<file path="src/rtl/dram_refresh_pkg.sv">
package dram_refresh_pkg;
  typedef enum logic [2:0] {
    ST_IDLE,
    ST_CAS,
    ST_RAS,
    ST_PRE,
    ST_SELF,
    ST_XRAS
  } ref_state_e;

  typedef enum logic [1:0] {
    SP_OFF,
    SP_IN,
    SP_X1,
    SP_X2
  } sr_phase_e;
endpackage

</file>
<file path="src/rtl/refresh_interval_timer.sv">
module refresh_interval_timer #(
  parameter int DIV_W     = 16,
  parameter int EXT_SHIFT = 4
) (
  input  logic             clk,
  input  logic             rst,
  input  logic [DIV_W-1:0] div_i,
  input  logic             ext_i,
  input  logic             hold_i,
  output logic             tick_o
);
  localparam int LW = DIV_W + EXT_SHIFT;

  logic [LW-1:0] cnt;
  logic [LW-1:0] limit;

  always_comb begin
    if (ext_i) limit = {div_i, {EXT_SHIFT{1'b0}}};
    else       limit = LW'(div_i);
  end

  // >= keeps the timer safe if the divisor shrinks mid-count
  assign tick_o = !hold_i && (cnt >= limit - LW'(1));

  always_ff @(posedge clk) begin
    if (rst || hold_i)  cnt <= '0;
    else if (tick_o)    cnt <= '0;
    else                cnt <= cnt + LW'(1);
  end

  // a held timer never completes a period
  a_r8_hold_no_tick: assert property (@(posedge clk) disable iff (rst)
    $past(hold_i) |-> cnt <= LW'(1));
endmodule

</file>
<file path="src/rtl/refresh_owed_counter.sv">
module refresh_owed_counter #(
  parameter int MAX_OWED = 4,
  parameter int OW       = $clog2(MAX_OWED + 1)
) (
  input  logic          clk,
  input  logic          rst,
  input  logic          tick_i,
  input  logic          take_i,
  input  logic          clr_i,
  output logic [OW-1:0] owed_o,
  output logic [OW-1:0] owed_nx_o
);
  always_comb begin
    owed_nx_o = owed_o;
    if (clr_i) begin
      owed_nx_o = '0;
    end else begin
      case ({tick_i, take_i})
        2'b10: if (owed_o != OW'(MAX_OWED)) owed_nx_o = owed_o + OW'(1);
        2'b01: if (owed_o != '0)            owed_nx_o = owed_o - OW'(1);
        default: owed_nx_o = owed_o;
      endcase
    end
  end

  always_ff @(posedge clk) begin
    if (rst) owed_o <= '0;
    else     owed_o <= owed_nx_o;
  end

  a_r6_owed_bound: assert property (@(posedge clk) disable iff (rst)
    owed_o <= OW'(MAX_OWED));

  a_r6_saturate: assert property (@(posedge clk) disable iff (rst)
    (owed_o == OW'(MAX_OWED) && tick_i && !take_i && !clr_i) |=> owed_o == OW'(MAX_OWED));

  a_r3_take_decrements: assert property (@(posedge clk) disable iff (rst)
    (take_i && !tick_i && !clr_i) |=> owed_o == $past(owed_o) - OW'(1));
endmodule

</file>
<file path="src/rtl/refresh_strobe_fsm.sv">
module refresh_strobe_fsm
  import dram_refresh_pkg::*;
#(
  parameter int NUM_ROWS = 4,
  parameter int NUM_CAS  = 8,
  parameter int RAS_CLKS = 3,
  parameter int PRE_CLKS = 2,
  parameter int OW       = 3
) (
  input  logic                clk,
  input  logic                rst,
  input  logic                ack_i,
  input  logic                suspend_i,
  input  logic                self_en_i,
  input  logic [NUM_ROWS-1:0] row_present_i,
  input  logic [OW-1:0]       owed_nx_i,
  output logic                req_o,
  output logic                take_o,
  output logic                clr_o,
  output logic                hold_o,
  output logic [NUM_ROWS-1:0] ras_n_o,
  output logic [NUM_CAS-1:0]  cas_n_o,
  output logic                self_o
);
  localparam int PMAX = (RAS_CLKS > PRE_CLKS) ? RAS_CLKS : PRE_CLKS;
  localparam int PCW  = $clog2(PMAX + 1);

  ref_state_e st, st_nx;
  sr_phase_e  sp, sp_nx;
  logic [PCW-1:0] pc, pc_nx;

  always_comb begin
    st_nx  = st;
    sp_nx  = sp;
    pc_nx  = pc;
    take_o = 1'b0;
    clr_o  = 1'b0;
    case (st)
      ST_IDLE: begin
        if (req_o && ack_i) begin
          take_o = 1'b1;
          st_nx  = ST_CAS;
        end else if (suspend_i && self_en_i) begin
          clr_o = 1'b1;
          st_nx = ST_CAS;
          sp_nx = SP_IN;
        end
      end
      ST_CAS: begin
        st_nx = ST_RAS;
        pc_nx = '0;
      end
      ST_RAS: begin
        if (pc == PCW'(RAS_CLKS - 1)) begin
          pc_nx = '0;
          st_nx = (sp == SP_IN) ? ST_SELF : ST_PRE;
        end else begin
          pc_nx = pc + PCW'(1);
        end
      end
      ST_PRE: begin
        if (pc == PCW'(PRE_CLKS - 1)) begin
          pc_nx = '0;
          if (sp == SP_X1) begin
            st_nx = ST_CAS;
            sp_nx = SP_X2;
          end else begin
            st_nx = ST_IDLE;
            sp_nx = SP_OFF;
          end
        end else begin
          pc_nx = pc + PCW'(1);
        end
      end
      ST_SELF: begin
        if (!suspend_i) begin
          st_nx = ST_XRAS;
          sp_nx = SP_X1;
        end
      end
      ST_XRAS: begin
        st_nx = ST_PRE;
        pc_nx = '0;
      end
      default: begin
        st_nx = ST_IDLE;
        sp_nx = SP_OFF;
      end
    endcase
  end

  assign hold_o = (sp_nx != SP_OFF);

  always_ff @(posedge clk) begin
    if (rst) begin
      st      <= ST_IDLE;
      sp      <= SP_OFF;
      pc      <= '0;
      req_o   <= 1'b0;
      ras_n_o <= '1;
      cas_n_o <= '1;
      self_o  <= 1'b0;
    end else begin
      st      <= st_nx;
      sp      <= sp_nx;
      pc      <= pc_nx;
      req_o   <= (owed_nx_i != '0) && (st_nx == ST_IDLE) && (sp_nx == SP_OFF);
      cas_n_o <= (st_nx inside {ST_CAS, ST_RAS, ST_SELF, ST_XRAS}) ? '0 : '1;
      ras_n_o <= (st_nx inside {ST_RAS, ST_SELF}) ? ~row_present_i : '1;
      self_o  <= (st_nx == ST_SELF);
    end
  end

  a_r4_cas_leads_ras: assert property (@(posedge clk) disable iff (rst)
    ($past(ras_n_o) == '1 && ras_n_o != '1) |-> $past(cas_n_o) == '0);

  a_r4_cas_together: assert property (@(posedge clk) disable iff (rst)
    (cas_n_o == '0) || (cas_n_o == '1));

  a_r5_unpopulated_high: assert property (@(posedge clk) disable iff (rst)
    (~ras_n_o & ~$past(row_present_i)) == '0);

  a_r3_req_when_idle: assert property (@(posedge clk) disable iff (rst)
    req_o |-> (cas_n_o == '1 && ras_n_o == '1));

  a_r3_ack_starts_cycle: assert property (@(posedge clk) disable iff (rst)
    (req_o && ack_i) |=> (!req_o && cas_n_o == '0 && ras_n_o == '1));

  a_r8_self_strobes: assert property (@(posedge clk) disable iff (rst)
    self_o |-> (cas_n_o == '0 && !req_o));

  a_r9_exit_ras_first: assert property (@(posedge clk) disable iff (rst)
    ($past(self_o) && !self_o) |-> (ras_n_o == '1 && cas_n_o == '0));
endmodule

</file>
<file path="src/rtl/dram_refresh_ctrl.sv">
module dram_refresh_ctrl #(
  parameter int DIV_W     = 16,
  parameter int EXT_SHIFT = 4,
  parameter int NUM_ROWS  = 4,
  parameter int NUM_CAS   = 8,
  parameter int RAS_CLKS  = 3,
  parameter int PRE_CLKS  = 2,
  parameter int MAX_OWED  = 4,
  parameter int OW        = $clog2(MAX_OWED + 1)
) (
  input  logic                clk,
  input  logic                rst,
  input  logic [DIV_W-1:0]    refresh_div_i,
  input  logic                ext_period_i,
  input  logic [NUM_ROWS-1:0] row_present_i,
  input  logic                suspend_i,
  input  logic                self_ref_en_i,
  input  logic                ref_ack_i,
  output logic                ref_req_o,
  output logic [NUM_ROWS-1:0] ras_n_o,
  output logic [NUM_CAS-1:0]  cas_n_o,
  output logic [OW-1:0]       owed_o,
  output logic                self_ref_o
);
  logic          tick, take, clr, hold;
  logic [OW-1:0] owed_nx;

  refresh_interval_timer #(
    .DIV_W     (DIV_W),
    .EXT_SHIFT (EXT_SHIFT)
  ) u_timer (
    .clk    (clk),
    .rst    (rst),
    .div_i  (refresh_div_i),
    .ext_i  (ext_period_i),
    .hold_i (hold),
    .tick_o (tick)
  );

  refresh_owed_counter #(
    .MAX_OWED (MAX_OWED),
    .OW       (OW)
  ) u_owed (
    .clk       (clk),
    .rst       (rst),
    .tick_i    (tick),
    .take_i    (take),
    .clr_i     (clr),
    .owed_o    (owed_o),
    .owed_nx_o (owed_nx)
  );

  refresh_strobe_fsm #(
    .NUM_ROWS (NUM_ROWS),
    .NUM_CAS  (NUM_CAS),
    .RAS_CLKS (RAS_CLKS),
    .PRE_CLKS (PRE_CLKS),
    .OW       (OW)
  ) u_fsm (
    .clk           (clk),
    .rst           (rst),
    .ack_i         (ref_ack_i),
    .suspend_i     (suspend_i),
    .self_en_i     (self_ref_en_i),
    .row_present_i (row_present_i),
    .owed_nx_i     (owed_nx),
    .req_o         (ref_req_o),
    .take_o        (take),
    .clr_o         (clr),
    .hold_o        (hold),
    .ras_n_o       (ras_n_o),
    .cas_n_o       (cas_n_o),
    .self_o        (self_ref_o)
  );
endmodule

</file>
<file path="config.mk">
export PLATFORM = sky130hd
export DESIGN_NAME = dram_refresh_ctrl
export DESIGN_NICKNAME = d
export VERILOG_FILES = /design/src/rtl/dram_refresh_pkg.sv /design/src/rtl/refresh_interval_timer.sv /design/src/rtl/refresh_owed_counter.sv /design/src/rtl/refresh_strobe_fsm.sv /design/src/rtl/dram_refresh_ctrl.sv
export SDC_FILE = /design/constraint.sdc
export NUM_CORES = 1
export LEC_CHECK = 0
export BUFFER_PORTS_ARGS = -buffer_cell sky130_fd_sc_hd__buf_2
export CORE_MARGIN = 2
export CORE_UTILIZATION = 58
export DETAILED_ROUTE_END_ITERATION = 8
export PLACE_DENSITY = 0.8
export RECOVER_POWER = 50
export SLEW_MARGIN = 40
export SYNTH_ARGS = -nofsm -noshare
export SYNTH_HDL_FRONTEND = slang
export SYNTH_HIERARCHICAL = 1
export SYNTH_SLANG_ARGS = --single-unit
</file>
<file path="constraint.sdc">
create_clock -name clk -period 8.1 [get_ports clk]
set_input_delay 1.215 -clock clk [delete_from_list [all_inputs] [get_ports clk]]
set_output_delay 1.215 -clock clk [all_outputs]
set_load 0.05 [all_outputs]
</file>
Word level (Yosys, flattened, before mapping) --
Cells that the tools add are included.
Storage, ports and cells: register bits after elaboration 44, word-level logic and storage cells 81, input bits 26, memories 0, bits in writable memories 0, bits in read-only memories 0, latch bits 0
Operators by class: shift-type cells 0, order comparisons 1, reduce and logical (&&, ||, !) cells 20, mux-type cells 28, bitwise operators 2, equality and inequality tests 16, div/mod/pow operators 0, multiply operators 0, $add $sub $neg 5
Operators by type and width (count):
- $mux 3 | 9
- $add 20x1->20 const B | 1
- $ge 20x20->1 | 1
- $mux 20 | 1
- $sub 20x1->20 const B | 1
- $pmux 3 s6 | 1
- $mux 2 | 7
- $eq 3x3->1 const B | 4
- $eq 3x2->1 const B | 3
- $reduce_bool 3->1 | 3
- $mux 8 | 1
- $pmux 2 s4 | 1
- $eq 2x1->1 const B | 3
- $eq 2x2->1 const B | 3
- $eq 3x1->1 const B | 2
- $logic_not 3->1 | 2
- $mux 1 | 6
- $pmux 2 s3 | 1
- $pmux 3 s2 | 1
- $reduce_or 2->1 | 3
- $logic_and 1x1->1 | 5
- $not 4->4 | 1
- $reduce_bool 2->1 | 2
- $reduce_bool 4->1 | 1
- other kinds (9) | 9

Depth between registers and ports, before layout --
Gate-level depths: netlist of run 1.
depth in word-level cells 13, mapped depth 24, gate-level depth less buffers 19

Modules after synthesis --
Netlist of run 1, hierarchy kept.
By module, submodules not included:
- refresh_interval_timer | times used 1, area each 1906.8 um^2, cells each 241
- refresh_strobe_fsm | times used 1, area each 795.8 um^2, cells each 93
- refresh_owed_counter | times used 1, area each 380.4 um^2, cells each 46

Worst setup path before layout of run 1 --
Ideal clock, no wire load.
kind in2reg, from input port ext_period_i, to register u_fsm.req_o, data required time 8.038 ns, setup time 0.062 ns, arrival 6.604 ns, slack 1.434 ns, stages 24, cell sequence buf_2 > buf_2 > buf_1 > nand2b_1 > ha_1 > o21ai_0 > or2_0 > clkbuf_1 > nor4_1 > a21oi_1 > ha_1 > nand4_1 > or4_1 > or4_1 > a31oi_1 > inv_1 > ha_1 > buf_4 > nor4b_1 > or4_4 > nor4_2 > or3_1 > nand4b_1 > and4b_1
On the way: word-level cells in the longest chain between the ends 10, elaborated cells on any way between the ends 11, those cells by class add/sub: 1; order compare: 1; eq/ne: 2; mux: 3; reduce/logical: 4
Ends and longest elaborated chain:
- start, declared | RTL line dram_refresh_ctrl.sv:14 | input logic ext_period_i,
- $mux 20 * | RTL line refresh_interval_timer.sv:18 | if (ext_i) limit = {div_i, {EXT_SHIFT{1'b0}}};
- $sub 20x1->20 * | RTL line refresh_interval_timer.sv:23 | assign tick_o = !hold_i && (cnt >= limit - LW'(1));
- $ge 20x20->1 * | RTL line refresh_interval_timer.sv:23
- $logic_and 1x1->1 * | RTL line refresh_interval_timer.sv:23
- via tick | RTL line dram_refresh_ctrl.sv:25 | logic tick, take, clr, hold;
- $eq 2x1->1 / $eq 2x2->1 (equally long branches) | RTL line refresh_owed_counter.sv:18 | case ({tick_i, take_i})
- $pmux 3 s2 * | RTL line refresh_owed_counter.sv:18
- $mux 3 * | RTL line refresh_owed_counter.sv:15 | if (clr_i) begin
- via owed_nx[0] | RTL line dram_refresh_ctrl.sv:26 | logic [OW-1:0] owed_nx;
- $reduce_bool 3->1 * | RTL line refresh_strobe_fsm.sv:107 | req_o <= (owed_nx_i != '0) && (st_nx == ST_IDLE) && (sp_nx == SP_OFF);
- $logic_and 1x1->1 * (2 in series) | RTL line refresh_strobe_fsm.sv:107
- end signal, assigned | RTL line refresh_strobe_fsm.sv:107
- end, declared | RTL line refresh_strobe_fsm.sv:17 | output logic req_o,
Mark *: on every way through the listed nets, which the timed path passes. The rest lies on a longest branch. A chain may end at the register's enable or synchronous reset.

Worst setup path after layout of run 1 --
Ends and elaborated chain as after synthesis.

==> results.py, run 1 <==
metrics = {
    "clock_network": {
        "cts_hold_buffers": 0,
        "post-cts-setup-buffers": 0,
        "cts_sinks": 37,
        "cts_resized": 0,
        "clk_pin_slew_ns": 0.07,
        "cts_tree": "done",
        "cts.path.max_buffers": 2,
        "cts-root-buf": "clkbuf_8",
        "clk_latency_ns": 0.28,
        "cts_buffers": 5,
        "htree_num_levels": 2,
    },
    "timing": {
        "rsz0062_at_grt": "false",
        "setup_tns_ns": 0,
        "final.setup.worst_slack_ns": 1.34,
        "period_minus_slack_ns": 6.76,
        "clock.fmax_mhz": 148,
        "skew_ns": 0.00757,
        "fin_crit_sh": 0.834,
        "setup_viol": 0,
        "worstMarginPinSlew_ns": 0.787,
        "slew_headroom": 0.471,
        "hold_viol": 0,
        "slew_violations": 0,
    },
    "layout": {
        "num-fill-cells": 467,
        "multi_input_area_um2": 2150,
        "regArea_um2": 741,
        "antenna_cells": 0,
        "fin_nets": 462,
        "synthToLayoutAreaGrowth_pct": 8.97,
        "final_common_cell": "nor2_1",
        "finalNonFillerCells": 480,
        "final_cell_mix": "nor2_1, dfxtp_1, ha_1",
        "drive_above_1_share": 0.0976,
    },
    "floorplan": {
        "io_pins": 43,
        "start_util": 0.604,
        "die_w_um": 76.9,
        "die_y_um": 76.9,
        "die_area_um2": 5910,
        "num_rows": 26,
        "fp.coreArea_um2": 5110,
    },
    "grt": {
        "grt_use_met2": 0.404,
        "use_met1": 0.278,
        "antenna_found_initial": 0,
        "grt_pass1_wl_mm": 11.2,
        "busiest_layer": "met2",
        "met3_usage": 0.0247,
        "grt_start_max_net_pins": 37,
        "grt_overflow_total": 0,
        "grt_pass1_vias": 2487,
        "grt_use_total": 0.225,
    },
    "worst_setup_path": {
        "start_kind": "input port",
        "cp_max_fo": 36,
        "arrival_ns": 6.98,
        "worst_ep_required_time_ns": 8.33,
        "critPathKind": "input port to register",
        "cp-end-kind": "register",
    },
    "route": {
        "avgRoutedWirePerCell_um": 13.7,
        "finalWirelength_mm": 6.56,
        "dr.pass1.iters": 4,
        "vias": 2748,
        "drt_iter0_markers": 106,
        "post_drt_via_cell_ratio": 5.73,
        "ant_nets": 0,
        "drc": 0,
    },
    "pwr": {
        "p_leak_nw": 1.30,
        "power_mw": 0.489,
        "powerDensity_nw_per_um2": 146,
        "vdd_drop_max_mv": 0.0840,
    },
    "yosys": {
        "yosysUniqueCellTypes": 61,
        "synth.area.top_cells": "dfxtp_1, ha_1, nor2_1",
        "synth_edf_count": 0,
        "synth_top_area_frac": 0.240,
        "synthArstFlopShare": 0,
        "synth_area_per_cell_um2": 8.11,
        "synth_top_flop_cell": "dfxtp_1",
        "synth_seq_cells": 37,
        "synth_top_cell_by_area": "dfxtp_1",
        "yosysSeqAreaShare": 0.240,
        "synth_warnings": 6,
        "netlist_area_um2": 3080,
        "netlist_instances": 380,
        "syn-num-nets": 433,
    },
    "placement": {
        "placed_cells": 471,
        "gp_congestion": 0.894,
        "pre_cts_ws_ns": 1.14,
        "numPortBuffers": 42,
        "place_hpwl_mm": 4.92,
    },
    "hold_path": {
        "hp-class": "register to register",
    },
    "run_status": {
        "status": "finished, final reports clean",
    },
    "job": {
        "drv_cap": 0,
    },
}
## path summary, 6_finish.rpt
| path | to | cells past startpoint | slack (ns) | start |
|---|---|---|---|---|
| setup / recovery | u_fsm/req_o | 19 | 1.34 | ext_period_i |
| hold / removal | u_timer/cnt[0] | 1 | 0.49 | u_timer/cnt[0] |
| setup reg to reg | u_fsm/req_o | 13 | 3.89 | u_timer/cnt[17] |
| hold reg to reg | u_timer/cnt[0] | 1 | 0.49 | u_timer/cnt[0] |
## report_power, final
group	switching (mW)	leakage, nW	internal (mW)
clock	0.0657	0.0681	0.122
sequential	0.00797	0.300	0.187
combinational	0.0716	0.929	0.0347
## flip-flops by register name (all words and copies together) (netlist names)
| register | cells |
|---|---|
| u_fsm/pc | 2 |
| u_owed/owed_o | 3 |
| u_fsm/self_o | 1 |
| u_fsm/st | 3 |
| u_fsm/cas_n_o | 1 |
| u_timer/cnt | 20 |
| u_fsm/req_o | 1 |
| u_fsm/ras_n_o | 4 |
| u_fsm/sp | 2 |
## cell families (layout without fill, tap and decap cells)
| kind of cell | Yosys count | count (layout) | synth area share |
|---|---|---|---|
| adder cells (fa/ha/maj) | 27 | 27 | 0.110 |
| flip-flops | 37 | 37 | 0.240 |
| AND/OR/NAND/NOR | 178 | 178 | 0.323 |
| XOR/XNOR | 36 | 36 | 0.102 |
| multiplexers | 11 | 11 | 0.0361 |
| buffers and inverters | 33 | 63 | 0.0584 |
| AO/OA/AOI/OAI | 58 | 58 | 0.131 |
## final cells by class
| type | instances | share of cell area |
|---|---|---|
| clock buffer | 5 | 0.0205 |
| clock inverter | 3 | 0.0194 |
| inverter | 12 | 0.0134 |
| multi-input combinational | 310 | 0.641 |
| sequential | 37 | 0.220 |
| tap | 70 | 0.0261 |
| timing repair buffer | 43 | 0.0596 |
## routing by layer
| layer | vias up | wire length (um) |
|---|---|---|
| li1 | 1439 | - |
| met1 | 1239 | 3090 |
| met2 | 63 | 3190 |
| met3 | 7 | 199 |
| met4 | 0 | 86 |
| met5 | - | 0 |
## synth_stat cells, types with 3 or more instances
| cell type | number |
|---|---|
| nor3_1 | 21 |
| buf_1 | 3 |
| nand3b_1 | 4 |
| o211ai_1 | 3 |
| nor2_1 | 50 |
| nor4b_1 | 3 |
| nor2b_1 | 11 |
| dfxtp_1 | 37 |
| buf_4 | 8 |
| ha_1 | 27 |
| mux2i_1 | 10 |
| inv_1 | 12 |
| nor4_1 | 8 |
| a21oi_1 | 20 |
| buf_6 | 3 |
| nand4_1 | 13 |
| o221ai_1 | 3 |
| nand2_1 | 17 |
| xnor2_1 | 17 |
| clkbuf_1 | 4 |
| o21ai_0 | 4 |
| nand3_1 | 7 |
| o32ai_1 | 5 |
| buf_2 | 3 |
| xor2_1 | 19 |
| nor4bb_1 | 3 |
| or2_1 | 3 |
| and2_1 | 3 |
| nor3b_1 | 6 |
| nand2b_1 | 9 |
## stage by stage
step	hold slack, ns	cell area (um^2)	utilization
after detailed placement	0.472	3250	0.635
after global routing	0.551	3360	0.658
after global placement	0.459	3250	0.635
after floorplan	0.437	3080	-
after CTS	0.496	3380	0.662
final	0.489	3360	0.658
## critical path, stage by stage
cell	delay (ns)
buf_2	0.50
nor4b_1	0.39
o211ai_1	0.33
or2_0	0.39
nor4_1	0.26
a21oi_1	0.07
ha_1	0.33
nand4_1	0.16
or4_1	0.58
or4_1	0.58
a31oi_1	0.26
inv_1	0.07
ha_1	0.44
nor4b_1	0.09
or4_4	0.56
nor4_2	0.23
or3_1	0.14
nand4b_1	0.10
and4b_1	0.27
(Power assumes the default switching activity.)
==> run 2: changes to the inputs <==
- clock period: 8.1 -> 6.8 ns (I/O delays scaled with it)
==> results.py, run 2 (synthesis results as in run 1) <==
metrics = {
    "layout": {
        "reg_top3": "u_timer/cnt x20, u_fsm/ras_n_o x4",
        "final_common_cell": "nor2_1",
        "num-fill-cells": 462,
        "final_cell_mix": "nor2_1, dfxtp_1, ha_1",
        "synthToLayoutAreaGrowth_pct": 9.37,
        "antenna_cells": 0,
        "fin_nets": 463,
        "finalNonFillerCells": 481,
        "drive_above_1_share": 0.102,
        "largest-register": "u_timer/cnt",
        "largest_register_ff_count": 20,
    },
    "grt": {
        "grt_overflow_total": 0,
        "grt_pass1_vias": 2613,
        "grt_pass1_wl_mm": 11.8,
        "antenna_found_initial": 0,
        "grt_use_total": 0.240,
        "grt_start_max_net_pins": 30,
    },
    "worst_setup_path": {
        "arrival_ns": 6.60,
        "cp_slowest_cell": "or4_1",
        "worst_ep_required_time_ns": 7.03,
        "cp_max_fo": 29,
        "path_delay_family": "simple AND/OR/NAND/NOR gates",
        "critPathKind": "input port to register",
        "start_kind": "input port",
        "path_buf_inv": 2,
        "cp-end-kind": "register",
        "worstPathCellList": "clkbuf_4 > nor4b_1 > o211ai_1 > nor3_1 > nand2_1 > a32oi_1 > ha_1 > nand4_1 > or4_1 > or4_1 > a31oi_1 > inv_1 > ha_1 > nor4b_1 > or4_4 > nor4_2 > or3_1 > nand4b_1 > and4b_1",
        "critPathMaxStageDelay_ns": 0.60,
    },
    "timing": {
        "skew_ns": 0.00444,
        "clock.fmax_mhz": 157,
        "hold_viol": 0,
        "setup_tns_ns": 0,
        "final.setup.worst_slack_ns": 0.429,
        "rsz0062_at_grt": "false",
        "period_minus_slack_ns": 6.37,
        "fin_crit_sh": 0.937,
        "slew_violations": 0,
        "setup_viol": 0,
        "slew_headroom": 0.433,
        "worstMarginPinSlew_ns": 0.845,
    },
    "floorplan": {
        "die_area_um2": 5910,
        "start_util": 0.604,
        "num_rows": 26,
        "io_pins": 43,
        "fp.coreArea_um2": 5110,
        "die_w_um": 76.9,
        "die_y_um": 76.9,
    },
    "clock_network": {
        "clk_pin_slew_ns": 0.08,
        "cts_buffers": 5,
        "cts.path.max_buffers": 2,
        "htree_num_levels": 2,
        "clk_latency_ns": 0.28,
        "cts_hold_buffers": 0,
        "post-cts-setup-buffers": 0,
        "cts-root-buf": "clkbuf_8",
        "cts_tree": "done",
        "cts_sinks": 37,
        "cts_resized": 0,
    },
    "pwr": {
        "p_leak_nw": 1.31,
        "vdd_drop_max_mv": 0.0934,
        "powerDensity_nw_per_um2": 175,
    },
    "route": {
        "avgRoutedWirePerCell_um": 14.3,
        "finalWirelength_mm": 6.87,
        "dr.pass1.iters": 4,
        "post_drt_via_cell_ratio": 5.81,
        "vias": 2796,
        "drc": 0,
        "drt_iter0_markers": 89,
        "ant_nets": 0,
    },
    "placement": {
        "numPortBuffers": 42,
        "pre_cts_ws_ns": 0.0791,
        "place_hpwl_mm": 5.10,
        "placed_cells": 472,
        "gp_congestion": 0.984,
    },
    "hold_path": {
        "hp-class": "register to register",
    },
    "job": {
        "drv_cap": 0,
    },
    "run_status": {
        "status": "finished, final reports clean",
    },
}
[run 2: area by class of cell]
class                           count  area [um^2]  area share
Timing Repair Buffer               44          209      0.0620
Inverter                           12         45.0      0.0134
Clock inverter                      3         68.8      0.0204
Clock buffer                        5         68.8      0.0204
Tap cell                           70         87.6      0.0260
Sequential cell                    37          741       0.220
Multi-Input combinational cell    310         2150       0.638
[run 2: power breakdown]
| part | switching [mW] | total (mW) | internal [mW] |
|---|---|---|---|
| registers | 0.00975 | 0.232 | 0.222 |
| logic | 0.0856 | 0.127 | 0.0415 |
| clock network | 0.0820 | 0.230 | 0.148 |
[run 2: path summary, 6_finish.rpt]
| kind | startpoint | endpoint | slack (ns) | cells after the start |
|---|---|---|---|---|
| worst min-delay path | u_timer/cnt[0] | u_timer/cnt[0] | 0.49 | 1 |
| worst min register to register | u_timer/cnt[0] | u_timer/cnt[0] | 0.49 | 1 |
| worst max-delay path | ext_period_i | u_fsm/req_o | 0.43 | 19 |
| worst max register to register | u_timer/cnt[17] | u_fsm/req_o | 2.50 | 13 |
[run 2: stage by stage]
stage	utilization	total power, mW	hold WS [ns]	area (um^2)
after floorplan	-	0.342	0.437	3080
after global placement	0.637	0.363	0.459	3250
after detailed placement	0.637	0.365	0.465	3250
after CTS	0.664	0.595	0.495	3390
after global routing	0.660	0.616	0.551	3370
final	0.660	0.589	0.488	3370
[run 2: per-layer routing]
metal	vias to the layer above	GRT usage	wire [um]
met3	16	0.0282	173
met5	-	0	0
li1	1440	-	-
met4	0	0.109	154
met2	59	0.419	3340
met1	1281	0.293	3200
==> run 3: changes to the inputs <==
- BUFFER_PORTS_ARGS: -buffer_cell sky130_fd_sc_hd__buf_2 -> -buffer_cell sky130_fd_sc_hd__clkbuf_2
- CORE_UTILIZATION: 58 -> 63
- PLACE_DENSITY: 0.8 -> 0.86
- clock period: 6.8 -> 7.8 ns (I/O delays scaled with it)
==> results.py, run 3 (synthesis results as in run 1) <==
metrics = {
    "timing": {
        "timing.hold.ws_ns": 0.488,
        "skew_ns": 0.00321,
        "rsz0062_at_grt": "false",
        "clock.fmax_mhz": 148,
        "hold_viol": 0,
        "fin_crit_sh": 0.865,
        "slew_headroom": 0.377,
        "setup_viol": 0,
        "period_minus_slack_ns": 6.75,
        "slew_violations": 0,
        "setup_tns_ns": 0,
        "worstMarginPinSlew_ns": 0.928,
    },
    "clock_network": {
        "cts_tree": "done",
        "htree_num_levels": 2,
        "cts_resized": 0,
        "post-cts-setup-buffers": 0,
        "cts-root-buf": "clkbuf_8",
        "cts_hold_buffers": 0,
        "clk_latency_ns": 0.30,
        "clk_pin_slew_ns": 0.08,
        "cts_sinks": 37,
        "cts.path.max_buffers": 2,
        "cts_buffers": 5,
    },
    "layout": {
        "synthToLayoutAreaGrowth_pct": 8.40,
        "num-fill-cells": 393,
        "reg_top3": "u_timer/cnt x20, u_fsm/ras_n_o x4",
        "fin_nets": 462,
        "drive_above_1_share": 0.0976,
        "largest-register": "u_timer/cnt",
        "antenna_cells": 0,
        "largest_register_ff_count": 20,
        "final_common_cell": "nor2_1",
        "regArea_um2": 741,
        "multi_input_area_um2": 2150,
        "final_cell_mix": "nor2_1, dfxtp_1, ha_1",
    },
    "route": {
        "dr.pass1.iters": 4,
        "ant_nets": 0,
        "drt_iter0_markers": 223,
        "post_drt_via_cell_ratio": 6.00,
        "vias": 2861,
        "finalWirelength_mm": 6.62,
        "drc": 0,
        "avgRoutedWirePerCell_um": 13.9,
    },
    "placement": {
        "place_hpwl_mm": 4.96,
        "numPortBuffers": 42,
        "gp_congestion": 0.921,
    },
    "worst_setup_path": {
        "critPathMaxStageDelay_ns": 0.58,
        "worst_ep_required_time_ns": 8.04,
        "worstPathCellList": "clkbuf_2 > nand2b_1 > ha_1 > o21ai_0 > or2_0 > nor4_1 > a21oi_1 > ha_1 > nand4_1 > or4_1 > or4_1 > a31oi_1 > inv_1 > ha_1 > nor4b_1 > or4_4 > nor4_2 > or3_1 > nand4b_1 > and4b_1",
        "cp_slowest_cell": "or4_1",
        "cp-end-kind": "register",
        "critPathKind": "input port to register",
        "path_common_cell": "ha_1",
        "arrival_ns": 6.99,
        "cp_max_fo": 36,
        "start_kind": "input port",
    },
    "floorplan": {
        "die_area_um2": 5470,
        "num_rows": 25,
        "fp.coreArea_um2": 4720,
        "die_y_um": 74.0,
        "start_util": 0.653,
        "die_w_um": 74.0,
        "io_pins": 43,
    },
    "pwr": {
        "switchingPower_mw": 0.155,
        "switching_share": 0.317,
        "powerDensity_nw_per_um2": 146,
        "pwr-share-seq": 0.414,
        "vdd_drop_max_mv": 0.100,
        "power.share.clock": 0.361,
        "pwr-share-comb": 0.225,
        "internal_power_mw": 0.334,
        "p_leak_nw": 1.29,
    },
    "grt": {
        "grt_start_max_net_pins": 37,
        "grt_use_total": 0.247,
        "grt_pass1_wl_mm": 10.8,
        "grt_pass1_vias": 2481,
        "grt_overflow_total": 0,
        "antenna_found_initial": 0,
    },
    "job": {
        "drv_cap": 0,
    },
    "run_status": {
        "status": "finished, final reports clean",
    },
    "hold_path": {
        "hp-class": "register to register",
    },
}
run 3: routing by layer:
layer	vias up	wire, um	GRT usage	part of all wire
met1	1306	2970	0.308	0.45
met2	108	3210	0.428	0.48
met5	-	0	0	0
li1	1438	-	-	-
met3	9	344	0.0393	0.052
met4	0	97	0.0909	0.015
run 3: final timing paths:
kind	cells past startpoint	slack [ns]	from	endpoint
setup / recovery	20	1.05	ext_period_i	u_fsm/req_o
hold / removal	1	0.49	u_timer/cnt[0]	u_timer/cnt[0]
setup reg to reg	13	3.59	u_timer/cnt[17]	u_fsm/req_o
hold reg to reg	1	0.49	u_timer/cnt[0]	u_timer/cnt[0]
run 3: cell type report:
cell class / count / share of cell area
Multi-Input combinational cell: 310 / 0.644
Sequential cell: 37 / 0.222
Timing Repair Buffer: 43 / 0.0603
Tap cell: 67 / 0.0251
Clock buffer: 6 / 0.0247
Inverter: 12 / 0.0135
Clock inverter: 2 / 0.0112
run 3: worst max-delay path: cells and delay by family:
family                     cells  cell delay (ns)
AOI/OAI and AO/OA              3             0.62
and+or+nand+nor               12             3.57
adders and majority gates      3             1.02
buffers and inverters          2             0.62
run 3: power by group through the flow:
stage | Combinational, mW | Sequential (mW) | Clock, mW
after floorplan | 0.0880 | 0.210 | 0
final | 0.110 | 0.203 | 0.176
after CTS | 0.111 | 0.203 | 0.179
after global routing | 0.120 | 0.204 | 0.187
after global placement | 0.109 | 0.206 | 0
after detailed placement | 0.111 | 0.207 | 0
run 3: metrics by stage:
stage          setup slack, ns  instance area (um^2)  power, mW  utilization  std cells
6_report                  1.05                  3340      0.489        0.708        477
2_1_floorplan             1.18                  3080      0.298            -        380
3_3_place_gp              1.03                  3240      0.315        0.686        468
5_1_grt                  0.495                  3340      0.512        0.708        477
4_1_cts                   1.17                  3360      0.493        0.712        476
3_5_place_dp             0.869                  3240      0.318        0.686        468
